File: src/rtl/twm_pkg.sv
package twm_pkg;

  typedef enum logic [3:0] {
    PH_IDLE, PH_START, PH_ADDR, PH_REG, PH_WDATA,
    PH_RSTART, PH_RADDR, PH_RDATA, PH_STOP
  } phase_t;

  typedef enum logic [1:0] {SL_NONE, SL_START, SL_STOP, SL_BIT} slot_t;

  // Address byte: fixed prefix, group, device, read flag.
  function automatic logic [7:0] addr_byte(input logic [1:0] hi, input logic [1:0] grp,
                                           input logic [2:0] dev, input logic rd);
    return {hi, grp, dev, rd};
  endfunction

  // Clock level for a slot kind in a given quarter.
  function automatic logic scl_level(input slot_t k, input logic [1:0] q, input logic fast);
    case (k)
      SL_START: return (q == 2'd1) || (q == 2'd2);
      SL_STOP:  return (q != 2'd0);
      SL_BIT:   return (q == 2'd2) || (!fast && (q == 2'd1));
      default:  return 1'b1;
    endcase
  endfunction

  // Data line level (1 = released) for a slot kind in a given quarter.
  function automatic logic sda_level(input slot_t k, input logic [1:0] q, input logic bitv);
    case (k)
      SL_START: return (q == 2'd0) || (q == 2'd1);
      SL_STOP:  return (q == 2'd2) || (q == 2'd3);
      SL_BIT:   return bitv;
      default:  return 1'b1;
    endcase
  endfunction

  // Cycles per quarter minus one; a zero setting acts as one.
  function automatic int unsigned quarter_limit(input int unsigned div);
    return (div == 0) ? 0 : div - 1;
  endfunction

endpackage

File: src/rtl/twm_qtick.sv
module twm_qtick #(
  parameter int DIVW = 8
) (
  input  logic            clk,
  input  logic            rst_n,
  input  logic            run,
  input  logic [DIVW-1:0] div_lim,
  output logic            tick,
  output logic [1:0]      q,
  output logic            slot_end
);
  logic [DIVW-1:0] cnt;

  assign tick     = run && (cnt == div_lim);
  assign slot_end = tick && (q == 2'd3);

  always_ff @(posedge clk or negedge rst_n) begin
    if (!rst_n) begin
      cnt <= '0;
      q   <= 2'd0;
    end else if (!run) begin
      cnt <= '0;
      q   <= 2'd0;
    end else if (tick) begin
      cnt <= '0;
      q   <= q + 2'd1;
    end else begin
      cnt <= cnt + 1'b1;
    end
  end

  // Quarter counter only moves on a tick while running.
  assert_q_moves_on_tick_R7: assert property (@(posedge clk) disable iff (!rst_n)
    (run && !tick && $past(run)) |=> (q == $past(q)));
endmodule

File: src/rtl/twm_ctrl.sv
module twm_ctrl
  import twm_pkg::*;
#(
  parameter int         DIVW    = 8,
  parameter logic [1:0] ADDR_HI = 2'b10
) (
  input  logic            clk,
  input  logic            rst_n,
  input  logic            cmd_start,
  input  logic            cmd_read,
  input  logic [1:0]      cmd_group,
  input  logic [2:0]      cmd_dev,
  input  logic [7:0]      cmd_reg,
  input  logic [7:0]      cmd_wdata,
  input  logic            fast_mode,
  input  logic [DIVW-1:0] quarter_div,
  input  logic            sda_i,
  input  logic            tick,
  input  logic [1:0]      q,
  input  logic            slot_end,
  output logic            busy,
  output logic            done,
  output logic [7:0]      rdata,
  output logic            nack_err,
  output logic [DIVW-1:0] div_lim,
  output logic            fast_q,
  output slot_t           kind,
  output logic            bitv,
  output logic            nack_seen
);
  phase_t      ph;
  logic [3:0]  bit_idx;
  logic [7:0]  shreg, reg_q, wdata_q;
  logic [1:0]  grp_q;
  logic [2:0]  dev_q;
  logic        rd_q, samp;
  logic        accept, sample_now, in_ack, byte_ph;

  assign busy       = (ph != PH_IDLE);
  assign accept     = cmd_start && !busy;
  assign in_ack     = (bit_idx == 4'd8);
  assign byte_ph    = ph inside {PH_ADDR, PH_REG, PH_WDATA, PH_RADDR, PH_RDATA};
  assign sample_now = tick && (q == 2'd2) && (kind == SL_BIT);
  assign nack_seen  = slot_end && byte_ph && in_ack && (ph != PH_RDATA) && samp;

  always_comb begin
    unique case (ph)
      PH_IDLE:             kind = SL_NONE;
      PH_START, PH_RSTART: kind = SL_START;
      PH_STOP:             kind = SL_STOP;
      default:             kind = SL_BIT;
    endcase
  end

  // Driven bit (1 = released): receive slots and all acknowledge slots release.
  always_comb begin
    if (ph == PH_RDATA || in_ack) bitv = 1'b1;
    else                          bitv = shreg[7];
  end

  always_ff @(posedge clk or negedge rst_n) begin
    if (!rst_n) begin
      ph       <= PH_IDLE;
      bit_idx  <= 4'd0;
      shreg    <= 8'h00;
      reg_q    <= 8'h00;
      wdata_q  <= 8'h00;
      grp_q    <= 2'd0;
      dev_q    <= 3'd0;
      rd_q     <= 1'b0;
      samp     <= 1'b1;
      div_lim  <= '0;
      fast_q   <= 1'b0;
      done     <= 1'b0;
      rdata    <= 8'h00;
      nack_err <= 1'b0;
    end else begin
      done <= 1'b0;
      if (sample_now) samp <= sda_i;
      if (accept) begin
        ph       <= PH_START;
        bit_idx  <= 4'd0;
        reg_q    <= cmd_reg;
        wdata_q  <= cmd_wdata;
        grp_q    <= cmd_group;
        dev_q    <= cmd_dev;
        rd_q     <= cmd_read;
        fast_q   <= fast_mode;
        div_lim  <= DIVW'(quarter_limit(int'(quarter_div)));
        nack_err <= 1'b0;
      end else if (slot_end) begin
        unique case (ph)
          PH_START: begin
            ph      <= PH_ADDR;
            shreg   <= addr_byte(ADDR_HI, grp_q, dev_q, 1'b0);
            bit_idx <= 4'd0;
          end
          PH_RSTART: begin
            ph      <= PH_RADDR;
            shreg   <= addr_byte(ADDR_HI, grp_q, dev_q, 1'b1);
            bit_idx <= 4'd0;
          end
          PH_STOP: begin
            ph   <= PH_IDLE;
            done <= 1'b1;
          end
          PH_IDLE: ph <= PH_IDLE;
          default: begin
            if (!in_ack) begin
              shreg   <= {shreg[6:0], samp};
              bit_idx <= bit_idx + 4'd1;
            end else begin
              bit_idx <= 4'd0;
              if (nack_seen) begin
                ph       <= PH_STOP;
                nack_err <= 1'b1;
              end else begin
                unique case (ph)
                  PH_ADDR: begin ph <= PH_REG; shreg <= reg_q; end
                  PH_REG: begin
                    if (rd_q) ph <= PH_RSTART;
                    else begin ph <= PH_WDATA; shreg <= wdata_q; end
                  end
                  PH_RADDR: ph <= PH_RDATA;
                  PH_RDATA: begin ph <= PH_STOP; rdata <= shreg; end
                  default:  ph <= PH_STOP;
                endcase
              end
            end
          end
        endcase
      end
    end
  end

  assert_accept_R2: assert property (@(posedge clk) disable iff (!rst_n)
    (cmd_start && !busy) |=> busy);
  assert_hold_cmd_R2: assert property (@(posedge clk) disable iff (!rst_n)
    busy |=> (!busy || ($stable(reg_q) && $stable(wdata_q) && $stable(rd_q))));
  assert_hold_mode_R9: assert property (@(posedge clk) disable iff (!rst_n)
    busy |=> (!busy || ($stable(div_lim) && $stable(fast_q))));
  assert_nack_stop_R5: assert property (@(posedge clk) disable iff (!rst_n)
    nack_seen |=> (kind == SL_STOP));
  assert_done_idle_R3: assert property (@(posedge clk) disable iff (!rst_n)
    done |-> !busy);
  assert_err_hold_R10: assert property (@(posedge clk) disable iff (!rst_n)
    (!busy && !(cmd_start)) |=> ($stable(nack_err) && $stable(rdata)));
endmodule

File: src/rtl/twm_master.sv
module twm_master
  import twm_pkg::*;
#(
  parameter int         DIVW    = 8,
  parameter logic [1:0] ADDR_HI = 2'b10
) (
  input  logic            clk,
  input  logic            rst_n,
  input  logic            cmd_start,
  input  logic            cmd_read,
  input  logic [1:0]      cmd_group,
  input  logic [2:0]      cmd_dev,
  input  logic [7:0]      cmd_reg,
  input  logic [7:0]      cmd_wdata,
  input  logic            fast_mode,
  input  logic [DIVW-1:0] quarter_div,
  output logic            busy,
  output logic            done,
  output logic [7:0]      rdata,
  output logic            nack_err,
  output logic            scl_o,
  output logic            sda_oe,
  input  logic            sda_i
);
  logic            tick, slot_end, fast_q, bitv, nack_seen;
  logic [1:0]      q;
  logic [DIVW-1:0] div_lim;
  slot_t           kind;

  twm_ctrl #(.DIVW(DIVW), .ADDR_HI(ADDR_HI)) u_ctrl (
    .clk(clk), .rst_n(rst_n), .cmd_start(cmd_start), .cmd_read(cmd_read),
    .cmd_group(cmd_group), .cmd_dev(cmd_dev), .cmd_reg(cmd_reg),
    .cmd_wdata(cmd_wdata), .fast_mode(fast_mode), .quarter_div(quarter_div),
    .sda_i(sda_i), .tick(tick), .q(q), .slot_end(slot_end),
    .busy(busy), .done(done), .rdata(rdata), .nack_err(nack_err),
    .div_lim(div_lim), .fast_q(fast_q), .kind(kind), .bitv(bitv),
    .nack_seen(nack_seen)
  );

  twm_qtick #(.DIVW(DIVW)) u_qtick (
    .clk(clk), .rst_n(rst_n), .run(busy), .div_lim(div_lim),
    .tick(tick), .q(q), .slot_end(slot_end)
  );

  // Pin decode from slot kind and quarter.
  assign scl_o  = scl_level(kind, q, fast_q);
  assign sda_oe = !sda_level(kind, q, bitv);

  assert_idle_bus_R1: assert property (@(posedge clk) disable iff (!rst_n)
    !busy |-> (scl_o && !sda_oe));
  assert_sda_stable_R6: assert property (@(posedge clk) disable iff (!rst_n)
    ((kind == SL_BIT) && scl_o && $past(scl_o)) |-> $stable(sda_oe));
  assert_start_edge_R6: assert property (@(posedge clk) disable iff (!rst_n)
    ((kind == SL_START) && $rose(sda_oe)) |-> (scl_o && $past(scl_o)));
  assert_stop_edge_R6: assert property (@(posedge clk) disable iff (!rst_n)
    ((kind == SL_STOP) && $fell(sda_oe)) |-> (scl_o && $past(scl_o)));
  assert_fast_high_R7: assert property (@(posedge clk) disable iff (!rst_n)
    (fast_q && (kind == SL_BIT) && scl_o && tick) |=> !scl_o);
endmodule

File: config.mk
export PLATFORM = sky130hd
export DESIGN_NAME = twm_master
export DESIGN_NICKNAME = d
export VERILOG_FILES = /design/src/rtl/twm_pkg.sv /design/src/rtl/twm_qtick.sv /design/src/rtl/twm_ctrl.sv /design/src/rtl/twm_master.sv
export SDC_FILE = /design/constraint.sdc
export NUM_CORES = 1
export LEC_CHECK = 0
export CORE_ASPECT_RATIO = 1.75
export CORE_UTILIZATION = 49
export DETAILED_ROUTE_END_ITERATION = 10
export PLACE_DENSITY_LB_ADDON = 0.25
export SLEW_MARGIN = 30
export SYNTH_ARGS = -nofsm -noshare
export SYNTH_HDL_FRONTEND = slang
export SYNTH_SLANG_ARGS = --single-unit
File: constraint.sdc
create_clock -name clk -period 2.2 [get_ports clk]
set_input_delay 0.44 -clock clk [delete_from_list [all_inputs] [get_ports clk]]
set_output_delay 0.44 -clock clk [all_outputs]
set_load 0.02 [all_outputs]
==> flow_metrics.py <==
metrics = {
    "clock_tree": {
        "htree_levels": 3,
        "tritoncts": "built",
        "cts_buffers": 9,
        "cts.clk_slew.worst_paths_ns": 0.05,
        "clock_latency_ns": 0.33,
        "cts-root-buf": "clkbuf_16",
        "clockBufferDepth": 2,
        "cts_sinks": 68,
    },
    "setup_path": {
        "start_kind": "register",
        "crit_arrival_ns": 1.72,
        "slowest_stage": "dfrtp_1",
        "crit_fanout": 3,
        "cpMostUsedCell": "nor2_1",
        "critPathMaxStageDelay_ns": 0.40,
        "endpoint_kind": "primary output",
        "path_cells": "inv_2 -> ha_2 -> and3b_2 -> nor2_1 -> nor2_1 -> o32ai_2 -> and3_1 -> buf_6",
        "cp_num_buf_inv": 2,
        "ff2ff_path_depth": 6,
        "critPathRequiredTime_ns": 1.76,
        "crit_type": "register to primary output",
        "crit_family": "simple AND/OR/NAND/NOR gates",
        "path_depth": 8,
    },
    "place": {
        "gp_congestion": 0.861,
        "dpl.hpwl_microns": 5700,
        "port_buffers": 47,
    },
    "floorplan": {
        "die_x_microns": 65.5,
        "dieArea_sq_um": 7400,
        "coreArea_sq_um": 6860,
        "chipHeight_microns": 113,
        "num_rows": 40,
        "pin_count": 48,
        "initial_core_util": 0.504,
    },
    "synthesis": {
        "syn-num-nets": 411,
        "yosys.area.top_type_share": 0.486,
        "synth-main-ff-cell": "dfrtp_1",
        "ys_top_cells_by_area": "dfrtp_1 49%, nand2_1 9.8%, mux2i_1 5.2%, mux2_2 3.9%, nor2_1 3.6%",
        "netlist_area_sq_um": 3450,
        "ys_top_cells_by_count": "90 x nand2_1, 67 x dfrtp_1, 33 x nor2_1",
        "synthCells": 368,
        "synth_seq_area_share": 0.493,
        "synth_edf_count": 0,
        "yosysTopAreaCell": "dfrtp_1",
        "syn-mean-instance-area_sq_um": 9.38,
        "yosys_warnings": 0,
        "yosysMostFrequentCell": "nand2_1",
        "yosys.cell_types.count": 39,
        "async_flop_share": 1.00,
        "ys_ff_latch": 68,
    },
    "timing": {
        "max_freq_mhz": 463,
        "hold_viol": 0,
        "setup_viol_count_final": 0,
        "timing.final.crit_share": 0.981,
        "tns_ns": 0,
        "fin_crit_ns": 2.16,
        "tightest_slew_ns": 0.354,
        "drv_slew": 0,
        "holdWs_ns": 0.119,
        "fin_skew_ns": 0.00591,
        "maxSlewHeadroom": 0.761,
    },
    "pwr": {
        "irDropWorstVdd_v": 0.000538,
        "power_density_nw_per_um2": 834,
        "leakage_uw": 0.00209,
    },
    "detailed_routing": {
        "routed_wl_microns": 7740,
        "dr.pass1.iters": 4,
        "vias": 2799,
        "routedWlPerCell_microns": 14.7,
        "vias_per_cell": 5.30,
        "antenna_left": 0,
        "drcViolationCount": 0,
        "drt_iter0_drc": 197,
    },
    "run_status": {
        "outcome": "finished, final reports clean",
    },
    "cells_and_area": {
        "fin_util": 0.661,
        "antennaDiodeCount": 0,
        "syn2layout_area_growth_pct": 31.3,
        "post_route_cells_drive_above_1_share": 0.167,
        "nNetsFinal": 485,
        "fillers": 544,
    },
    "grt": {
        "grtUsageTotal": 0.240,
        "overflow": 0,
        "grt_pass1_wl_microns": 13300,
        "antenna_found_initial": 0,
        "grt_pass1_vias": 2892,
        "grt_start_max_net_pins": 69,
    },
    "hold_path": {
        "hold_class": "primary input to async pin",
    },
    "flow_run": {
        "maxCapViolations": 0,
    },
}
layout by cell type (no fill, tap or decap), types with 2 or more instances in the layout:
master	synthesis	final
nand2_1	90	90
dfrtp_1	67	67
clkdlybuf4s50_1	0	43
nor2_1	33	33
buf_4	0	31
mux2i_1	18	18
xnor2_1	14	14
inv_1	14	13
o21ai_0	12	12
mux2_2	12	12
a21oi_1	12	12
a211oi_1	9	9
clkbuf_16	0	9
nand3_1	8	8
ha_1	8	7
and3_1	6	6
xor2_1	6	6
nor3_1	4	4
nand2b_1	4	4
nor3b_1	4	4
a31oi_1	3	3
and2_1	3	3
o31ai_1	2	2
a22o_1	2	2
nor4_1	3	2
clkinv_2	0	2
buf_6	0	2
buf_12	0	2
kinds of logic after synthesis:
kind of cell	Yosys count	synth area share
AOI/OAI and AO/OA	47	0.0873
xor gates and xnor gates	20	0.0507
adders and majority gates	8	0.0290
buffers and inverters	32	0.0370
DFF	68	0.493
muxes	30	0.0913
and+or+nand+nor	163	0.212
layer usage:
metal,wire [microns],GRT usage,part of all wire,up-vias
met2,4260,0.419,0.55,50
met3,202,0.0474,0.026,19
li1,-,-,-,1386
met5,0,0,0,-
met4,239,0.107,0.031,0
met1,3030,0.277,0.39,1344
flip-flops by register name (all words and copies together), names as in the netlist:
register and count:
u_qtick.cnt 8, u_ctrl.dev_q 3, u_ctrl.fast_q 1, u_ctrl.grp_q 2, u_ctrl.ph 4, u_ctrl.wdata_q 8, u_qtick.q 2, u_ctrl.rdata 8
u_ctrl.nack_err 1, u_ctrl.div_lim 8, u_ctrl.reg_q 8, u_ctrl.samp 1, u_ctrl.done 1, u_ctrl.bit_idx 4, u_ctrl.rd_q 1, u_ctrl.shreg 8
repair_timing:
action / CTS / global route
pin swaps: 0 / 3
buffers inserted: 0 / 3
hold buffers: 0 / 0
endpoints found under the setup margin: 3 / 11
gates resized for setup: 8 / 10
path summary, 6_finish.rpt:
path	start	end	slack, ns
min in group clk	u_ctrl.reg_q[2]	u_ctrl.reg_q[2]	0.47
max reg2reg	u_qtick.cnt[5]	u_ctrl.rdata[1]	0.12
min	rst_n	u_ctrl.rdata[1]	0.12
min reg2reg	u_ctrl.reg_q[2]	u_ctrl.reg_q[2]	0.47
max	u_ctrl.bit_idx[1]	sda_oe	0.04
max in group asynchronous	rst_n	u_ctrl.samp	1.74
through the flow:
step / total power (uW) / setup slack [ns] / instances / area [sq um]
detailed placement: 2430 / -0.103 / 512 / 4210
global placement: 2390 / -0.0598 / 512 / 4210
floorplan: 2100 / 0.127 / 368 / 3450
global route: 3980 / -0.00985 / 528 / 4540
finish: 3780 / 0.0425 / 528 / 4540
CTS: 3800 / 0.00112 / 525 / 4490
power breakdown:
part	internal [uW]	switching, uW	total, uW
logic	380	402	781
clock network	883	488	1370
registers	1470	159	1630
area by class of cell:
type                    count  area (sq um)  area share
multi-input cells         268          1650       0.364
flip-flops and latches     68          1700       0.375
well taps                  84           105      0.0232
clock buffers              10           239      0.0527
inverters                  14          52.6      0.0116
clock inverters             3          40.0     0.00883
repair buffers             81           744       0.164
(Power assumes the default switching activity.)
